[src/rtl/seg_shift_reg.sv]
module seg_shift_reg #(
  parameter int SEG_LEN = 16,
  parameter int NUM_SEG = 4
) (
  input  logic               clk,
  input  logic               rst,
  input  logic               split,
  input  logic               ser_in,
  input  logic [NUM_SEG-2:0] tap_in,
  output logic [NUM_SEG-1:0] tap_out,
  output logic               tap_oe
);
  localparam int DEPTH = SEG_LEN * NUM_SEG;

  logic [DEPTH-1:0] q;
  logic [NUM_SEG-1:0] ends;

  assign tap_oe = ~split;

  genvar s;
  generate
    for (s = 0; s < NUM_SEG; s++) begin : g_seg
      logic head_d;
      if (s == 0) begin : g_first
        assign head_d = ser_in;
      end else begin : g_rest
        assign head_d = split ? tap_in[s-1] : q[s*SEG_LEN-1];
      end
      always_ff @(posedge clk) begin
        if (rst) q[s*SEG_LEN +: SEG_LEN] <= '0;
        else     q[s*SEG_LEN +: SEG_LEN] <= {q[s*SEG_LEN +: SEG_LEN-1], head_d};
      end
      assign ends[s] = q[(s+1)*SEG_LEN-1];
    end
  endgenerate

  assign tap_out = tap_oe ? ends : '0;


  stage1_load_chk: assert property (@(posedge clk) disable iff (rst)
    !rst |=> q[0] == $past(ser_in));


  chain_link_chk: assert property (@(posedge clk) disable iff (rst)
    (!rst && !split) |=> q[SEG_LEN] == $past(q[SEG_LEN-1]));


  split_head_chk: assert property (@(posedge clk) disable iff (rst)
    (!rst && split) |=> q[SEG_LEN] == $past(tap_in[0]));


  released_quiet_chk: assert property (@(posedge clk) disable iff (rst)
    split |-> (tap_out == '0 && !tap_oe));


  reset_clear_chk: assert property (@(posedge clk)
    rst |=> q == '0);
endmodule

[config.mk]
export PLATFORM = sky130hd
export DESIGN_NAME = seg_shift_reg
export DESIGN_NICKNAME = d
export VERILOG_FILES = /design/src/rtl/seg_shift_reg.sv
export SDC_FILE = /design/constraint.sdc
export NUM_CORES = 1
export LEC_CHECK = 0
export ABC_AREA = 1
export BUFFER_PORTS_ARGS = -buffer_cell sky130_fd_sc_hd__clkbuf_2
export CAP_MARGIN = 5
export CORE_UTILIZATION = 57
export CTS_CLUSTER_DIAMETER = 50
export DETAILED_ROUTE_END_ITERATION = 8
export GPL_ROUTABILITY_DRIVEN = 0
export PLACE_DENSITY_LB_ADDON = 0.25
export SKIP_CTS_REPAIR_TIMING = 1
export SYNTH_ARGS = -nofsm -noshare
export SYNTH_HDL_FRONTEND = slang
export SYNTH_SLANG_ARGS = --single-unit
[constraint.sdc]
create_clock -name clk -period 0.8 [get_ports clk]
set_input_delay 0.04 -clock clk [delete_from_list [all_inputs] [get_ports clk]]
set_output_delay 0.04 -clock clk [all_outputs]
set_load 0.01 [all_outputs]
==> results of run 1 <==
-- per-stage QoR --
step / utilization / instance area (sq um) / cells
2_1_floorplan: - / 1880 / 208
3_3_place_gp: 0.627 / 1930 / 257
3_5_place_dp: 0.627 / 1930 / 257
4_1_cts: 0.661 / 2030 / 270
5_1_grt: 0.686 / 2110 / 276
6_report: 0.686 / 2110 / 276
-- report_power, final --
part | internal [uW] | switching [uW] | total, uW
registers | 3210 | 6.32 | 3210
clock network | 758 | 959 | 1720
logic | 50.0 | 73.5 | 124
-- layer usage --
metal / share of wire / routed length, um / global-route usage / vias to the layer above
met3: 0.029 / 70 / 0.0459 / 8
met5: 0 / 0 / 0 / -
met4: 0.032 / 75 / 0.163 / 0
li1: - / - / - / 605
met1: 0.48 / 1150 / 0.167 / 487
met2: 0.45 / 1080 / 0.250 / 16
-- cell type report --
cell class / instances / area (sq um) / share of cell area
clock inverter: 1 / 5.00 / 0.00237
sequential: 64 / 1280 / 0.608
clock buffer: 12 / 98.8 / 0.0468
timing repair buffer: 18 / 145 / 0.0687
inverter: 66 / 248 / 0.117
tap: 44 / 55.1 / 0.0261
multi-input combinational: 71 / 275 / 0.130
-- worst paths after layout --
| kind | start | slack (ps) | to | cells after the start |
|---|---|---|---|---|
| min reg2reg | q[62] | 400 | ends[3] | 2 |
| max reg2reg | ends[2] | 100 | q[48] | 3 |
| max | ends[1] | -190 | tap_out[1] | 3 |
| min | split | 70 | q[16] | 4 |
-- critical path, cell delays in order, from the launching register on --
cell and delay (ps):
dfxtp_2 340, nand2_2 60, inv_1 60, buf_2 120
-- logic make-up after synthesis --
kind of cell | share of synthesized area
flip-flops | 0.682
AO/OA/AOI/OAI | 0.00799
AND/OR/NAND/NOR | 0.136
buffers and inverters | 0.174
-- state kept, by name (all words and copies together), names as in the netlist --
register / count
ends: 4
q: 60
-- cell usage in the layout, fill, tap and decap left out, drive strengths merged --
| master | count |
|---|---|
| clkbuf | 19 |
| nand2 | 6 |
| nor2 | 62 |
| dlygate4sd3 | 5 |
| a21oi | 3 |
| clkinv | 1 |
| inv | 66 |
| dfxtp | 64 |
| buf | 6 |
==> impl_metrics.tcl, run 1 <==
set metrics [dict create \
    outcome "complete, but fails checks" \
    failed_checks "setup timing" \
    avgSynthCellArea_sq_um 9.03 \
    grt_max_degree 65 \
    fin_ws_ps -189 \
    hold_viol 0 \
    p_per_area_nw_per_um2 2390 \
    via_per_inst 4.04 \
    setup_viol 4 \
    ant_nets 0 \
    synth-edff-count 0 \
    relSlewSlack 0.836 \
    detailed_place_hpwl_mm 1.40 \
    synth_most_common_cell "inv_1" \
    tns_ps -687 \
    die_area_sq_um 3530 \
    grt_first_pass_wirelength_mm 3.92 \
    startpoint_type "flop" \
    fill_cells 268 \
    synth.distinct_cells 6 \
    max_freq_ghz 1.01 \
    critPathKind "reg -> out" \
    synth_nets 215 \
    start_util 0.610 \
    synthArstFlopShare 0 \
    syn_area_sq_um 1880 \
    synthTopCellsByArea "dfxtp_1 (68%), inv_1 (13%), nor2_1 (12%)" \
    layout-drive-gt1-share 0.138 \
    wl_per_cell_um 8.60 \
    clock_sinks 64 \
    cp_max_fo 2 \
    p_leak_uw 0.000884 \
    period_share 1.24 \
    die_h_um 59.4 \
    wl_mm 2.37 \
    path_clk_slew_ps 100 \
    ys_warn_count 0 \
    first_pass_iters 4 \
    synth_top_cell_area_share 0.682 \
    setup.worst_path.end_class "primary output" \
    synth_ff_type "dfxtp_1" \
    row_count 20 \
    grt_setup_unrepaired "yes" \
    grt_pass1_vias 1014 \
    max_cap_violations 0 \
    grt_util_all_layers 0.160 \
    port-buffer-count 11 \
    h-tree-depth 3 \
    top_level_ports 12 \
    cts_tree "built" \
    fp.dieW_um 59.4 \
    yosysTopAreaCell "dfxtp_1" \
    pre_cts_ws_ps 163 \
    cts-root-buf "clkbuf_4" \
    area_growth_syn_to_layout_pct 12.5 \
    synth.cells.most_frequent "inv_1 (66), dfxtp_1 (64), nor2_1 (62), buf_6 (7), nand2_1 (6)" \
    grt_overflow_total 0 \
    max-clock-path-buffers 2 \
    drc_errors 0 \
    min_period_ps 989 \
    min_path_type "in -> reg" \
    cp_data_required_time_ps 760 \
    cts_inserted_buffers 9 \
    synth-seq-cells 64 \
    antenna_cells 0 \
    core_sq_um 3080 \
    holdWs_ps 68.3 \
    final-max-slew-violation-count 0 \
    yosysSeqAreaShare 0.682 \
    clk_latency_ps 370 \
    power_uw 5050 \
    synthCells 208 \
    max_slew.worst_pin.slew_ps 246 \
    drt_iter0_markers 37 \
    final_nets 237 \
    irDropWorstVdd_v 0.00152 \
    fin_skew_ps 10.4 \
    vias 1116 \
    crit_arrival_ps 950 \
    antenna_found_initial 0 \
]
Note: power is estimated with default switching activity, not from simulation.
==> run 2, diff against run 1 <==
--- a/config.mk
+++ b/config.mk
@@ -8,7 +8,7 @@
 export ABC_AREA = 1
 export BUFFER_PORTS_ARGS = -buffer_cell sky130_fd_sc_hd__clkbuf_2
 export CAP_MARGIN = 5
-export CORE_UTILIZATION = 57
+export CORE_UTILIZATION = 40
 export CTS_CLUSTER_DIAMETER = 50
 export DETAILED_ROUTE_END_ITERATION = 8
 export GPL_ROUTABILITY_DRIVEN = 0
==> impl_metrics.tcl, run 2 (synthesis gave the netlist of run 1 again) <==
set metrics [dict create \
    die_h_um 70.5 \
    setup_viol 4 \
    swShare 0.204 \
    setup.worst_path.end_class "primary output" \
    final_cell_mix "inv_1 (63), nor2_1 (62), dfxtp_1 (60)" \
    grt_first_pass_wirelength_mm 4.09 \
    min_path_type "in -> reg" \
    max_cap_violations 0 \
    wl_per_cell_um 7.97 \
    cp_max_fo 2 \
    layout-drive-gt1-share 0.162 \
    via_per_inst 3.77 \
    final-max-slew-violation-count 0 \
    r2r_slack_ps 130 \
    final_nets 236 \
    first_pass_iters 6 \
    pwr-share-clk 0.425 \
    cts_tree "built" \
    antenna_found_initial 0 \
    antenna_cells 0 \
    cp_data_required_time_ps 760 \
    wl_mm 2.28 \
    vias 1079 \
    grt_setup_unrepaired "yes" \
    ant_nets 0 \
    drc_errors 2 \
    clk_latency_ps 330 \
    start_util 0.423 \
    p_per_area_nw_per_um2 2640 \
    hold_viol 0 \
    core_sq_um 4440 \
    max-clock-path-buffers 2 \
    area_growth_syn_to_layout_pct 16.9 \
    irDropWorstVdd_v 0.00119 \
    grt_overflow_total 0 \
    p_comb_frac 0.021 \
    outcome "complete, but fails checks" \
    critPathKind "reg -> out" \
    largest-register "q" \
    seq_power_share 0.554 \
    grt_util_all_layers 0.119 \
    fin_skew_ps 5.43 \
    power.switching_uw 1190 \
    drt_iter0_markers 39 \
    final_common_cell "inv_1" \
    top_level_ports 12 \
    clock_sinks 64 \
    max_slew.worst_pin.slew_ps 257 \
    fin_ws_ps -112 \
    path_clk_slew_ps 70 \
    max_freq_ghz 1.10 \
    period_share 1.14 \
    power_uw 5810 \
    startpoint_type "flop" \
    port-buffer-count 11 \
    p_int_uw 4620 \
    largest_reg_flops 60 \
    die_area_sq_um 4970 \
    crit_arrival_ps 870 \
    min_period_ps 912 \
    p_leak_uw 0.000917 \
    cts_inserted_buffers 9 \
    grt_max_degree 65 \
    relSlewSlack 0.828 \
    row_count 24 \
    grt_pass1_vias 939 \
    failed_checks "DRC, setup timing" \
    cts-root-buf "clkbuf_8" \
    detailed_place_hpwl_mm 1.20 \
    holdWs_ps 4.21 \
    fp.dieW_um 70.5 \
    h-tree-depth 3 \
]
run 2: changes by cell type in the layout (fill, tap and decap cells not counted), sizes merged:
cell and change:
clkinv +2, clkbuf +1, dlygate4sd3 -1
run 2: stage by stage:
step	instance area, sq um	setup WS (ps)	setup TNS, ps	std cells	util
after CTS	2120	-163	-599	281	0.478
final	2200	-112	-418	286	0.494
after global placement	1940	164	0	265	0.436
after detailed placement	1940	167	0	265	0.436
after floorplan	1880	288	0	208	-
after global routing	2200	-180	-685	286	0.494
run 2: path summary, 6_finish.rpt:
check | end | cells past startpoint | from
max | tap_out[1] | 3 | ends[1]
min reg2reg | ends[0] | 2 | q[14]
max reg2reg | q[32] | 3 | ends[1]
min | q[16] | 3 | split
run 2: cell type report:
type	count	area, sq um
clock buffers	13	169
clock inverters	3	15.0
fillers	429	2250
inverters	66	248
multi-input cells	71	278
flip-flops and latches	64	1290
well taps	52	65.1
repair buffers	17	135
run 2: power groups by stage:
stage,registers (uW),logic [uW],clock network [uW]
after global placement,3290,108,0
after floorplan,3290,96.7,0
after CTS,3220,108,2580
final,3220,122,2470
after detailed placement,3290,108,0
after global routing,3220,139,2730
run 2: metal layers:
metal,global-route usage,vias up,wire [um]
met5,0,-,0
met3,0.0996,4,155
met1,0.141,459,1220
met2,0.133,16,850
met4,0.0952,0,59
li1,-,600,-
run 2: critical path, stage by stage (launching register included):
cell and delay (ps):
dfxtp_2 320, nand2_2 50, inv_1 50, buf_2 120
==> run 3, diff against run 2 <==
--- a/config.mk
+++ b/config.mk
@@ -7,11 +7,12 @@
 export LEC_CHECK = 0
 export ABC_AREA = 1
 export BUFFER_PORTS_ARGS = -buffer_cell sky130_fd_sc_hd__clkbuf_2
-export CAP_MARGIN = 5
+export CAP_MARGIN = 40
 export CORE_UTILIZATION = 40
 export CTS_CLUSTER_DIAMETER = 50
 export DETAILED_ROUTE_END_ITERATION = 8
 export GPL_ROUTABILITY_DRIVEN = 0
+export GPL_TIMING_DRIVEN = 0
 export PLACE_DENSITY_LB_ADDON = 0.25
 export SKIP_CTS_REPAIR_TIMING = 1
 export SYNTH_ARGS = -nofsm -noshare
==> impl_metrics.tcl, run 3 (synthesis gave the netlist of run 1 again) <==
set metrics [dict create \
    fin_skew_ps 4.90 \
    critPathBufInv 2 \
    grt_overflow_total 0 \
    final_cell_mix "inv_1 (64), nor2_1 (62), dfxtp_1 (60)" \
    drc_errors 2 \
    min_path_type "in -> reg" \
    fin_area_sq_um 2250 \
    largest_reg_flops 60 \
    grt_first_pass_wirelength_mm 3.95 \
    p_leak_uw 0.000945 \
    max_cap_violations 0 \
    via_per_inst 3.92 \
    max_freq_ghz 1.09 \
    antenna_found_initial 0 \
    drt_iter0_markers 40 \
    startpoint_type "flop" \
    grt_pass1_vias 946 \
    setup.worst_path.end_class "primary output" \
    min_period_ps 918 \
    layout-drive-gt1-share 0.171 \
    max_stage_delay_ps 320 \
    antenna_cells 0 \
    fp.dieW_um 70.5 \
    critPathKind "reg -> out" \
    relSlewSlack 0.879 \
    die_area_sq_um 4970 \
    path_delay_family "flip-flops" \
    cts-root-buf "clkbuf_8" \
    row_count 24 \
    final_common_cell "inv_1" \
    p_per_area_nw_per_um2 2540 \
    top_level_ports 12 \
    h-tree-depth 3 \
    placed_cell_area_sq_um 1990 \
    grt_max_degree 11 \
    cts_inserted_buffers 9 \
    grt_setup_unrepaired "yes" \
    max_slew.worst_pin.slew_ps 181 \
    failed_checks "DRC, setup timing" \
    final-max-slew-violation-count 0 \
    hold_viol 0 \
    port-buffer-count 10 \
    critical-path-slowest-cell "dfxtp_2" \
    start_util 0.423 \
    vias 1144 \
    crit_chain "inv_2, nor2_1, buf_2" \
    period_share 1.15 \
    crit_arrival_ps 880 \
    path_clk_slew_ps 70 \
    final_util 0.507 \
    cp_max_fo 1 \
    outcome "complete, but fails checks" \
    grt_util_all_layers 0.112 \
    detailed_place_hpwl_mm 1.48 \
    wl_mm 2.37 \
    fin_ws_ps -118 \
    largest-register "q" \
    holdWs_ps 24.2 \
    cts_tree "built" \
    setup_viol 4 \
    final_nets 243 \
    cp_data_required_time_ps 760 \
    clock_sinks 64 \
    irDropWorstVdd_v 0.00126 \
    max-clock-path-buffers 2 \
    ant_nets 0 \
    die_h_um 70.5 \
    clk_latency_ps 320 \
    core_sq_um 4440 \
    first_pass_iters 6 \
    wl_per_cell_um 8.12 \
    area_growth_syn_to_layout_pct 19.9 \
]
[run 3: worst reg2reg max path: stages, from the launching register on]
cell     delay, ps
dfxtp_2        320
nand2_2         50
buf_4          140
a21oi_1        100
[run 3: area by class of cell]
type	count	area, sq um
plain buffers	7	78.8
clock buffers	12	155
clock inverters	3	17.5
fillers	455	2190
inverters	66	248
multi-input cells	71	278
flip-flops and latches	64	1290
well taps	52	65.1
repair buffers	17	124
[run 3: final timing paths]
path | start | to | slack (ps) | cells after the start
hold reg to reg | q[30] | ends[1] | 390 | 2
setup reg to reg | ends[1] | q[32] | 130 | 3
setup / recovery | ends[3] | tap_out[3] | -120 | 3
hold / removal | split | q[32] | 20 | 3
[run 3: per-stage QoR]
stage                     power [uW]  setup slack [ps]  instances  TNS (ps)
after detailed placement        3420               184        270         0
after global placement          3420               176        270         0
after floorplan                 3380               288        208         0
after global routing            5960              -182        292      -656
after CTS                       5780              -158        285      -584
final                           5720              -118        292      -410
[run 3: report_power, final]
| part | leakage [uW] | internal [uW] | total, uW | switching [uW] |
|---|---|---|---|---|
| registers | 0.000519 | 3210 | 3220 | 5.89 |
| logic | 0.000338 | 75.0 | 158 | 83.3 |
| clock network | 0.0000882 | 1270 | 2350 | 1080 |
[run 3: per-layer routing]
metal  routed length [um]  share of wire  GRT usage
met1                 1250           0.53      0.131
met2                  966           0.41      0.149
met3                   64          0.027     0.0433
met4                   86          0.036      0.122
met5                    0              0          0
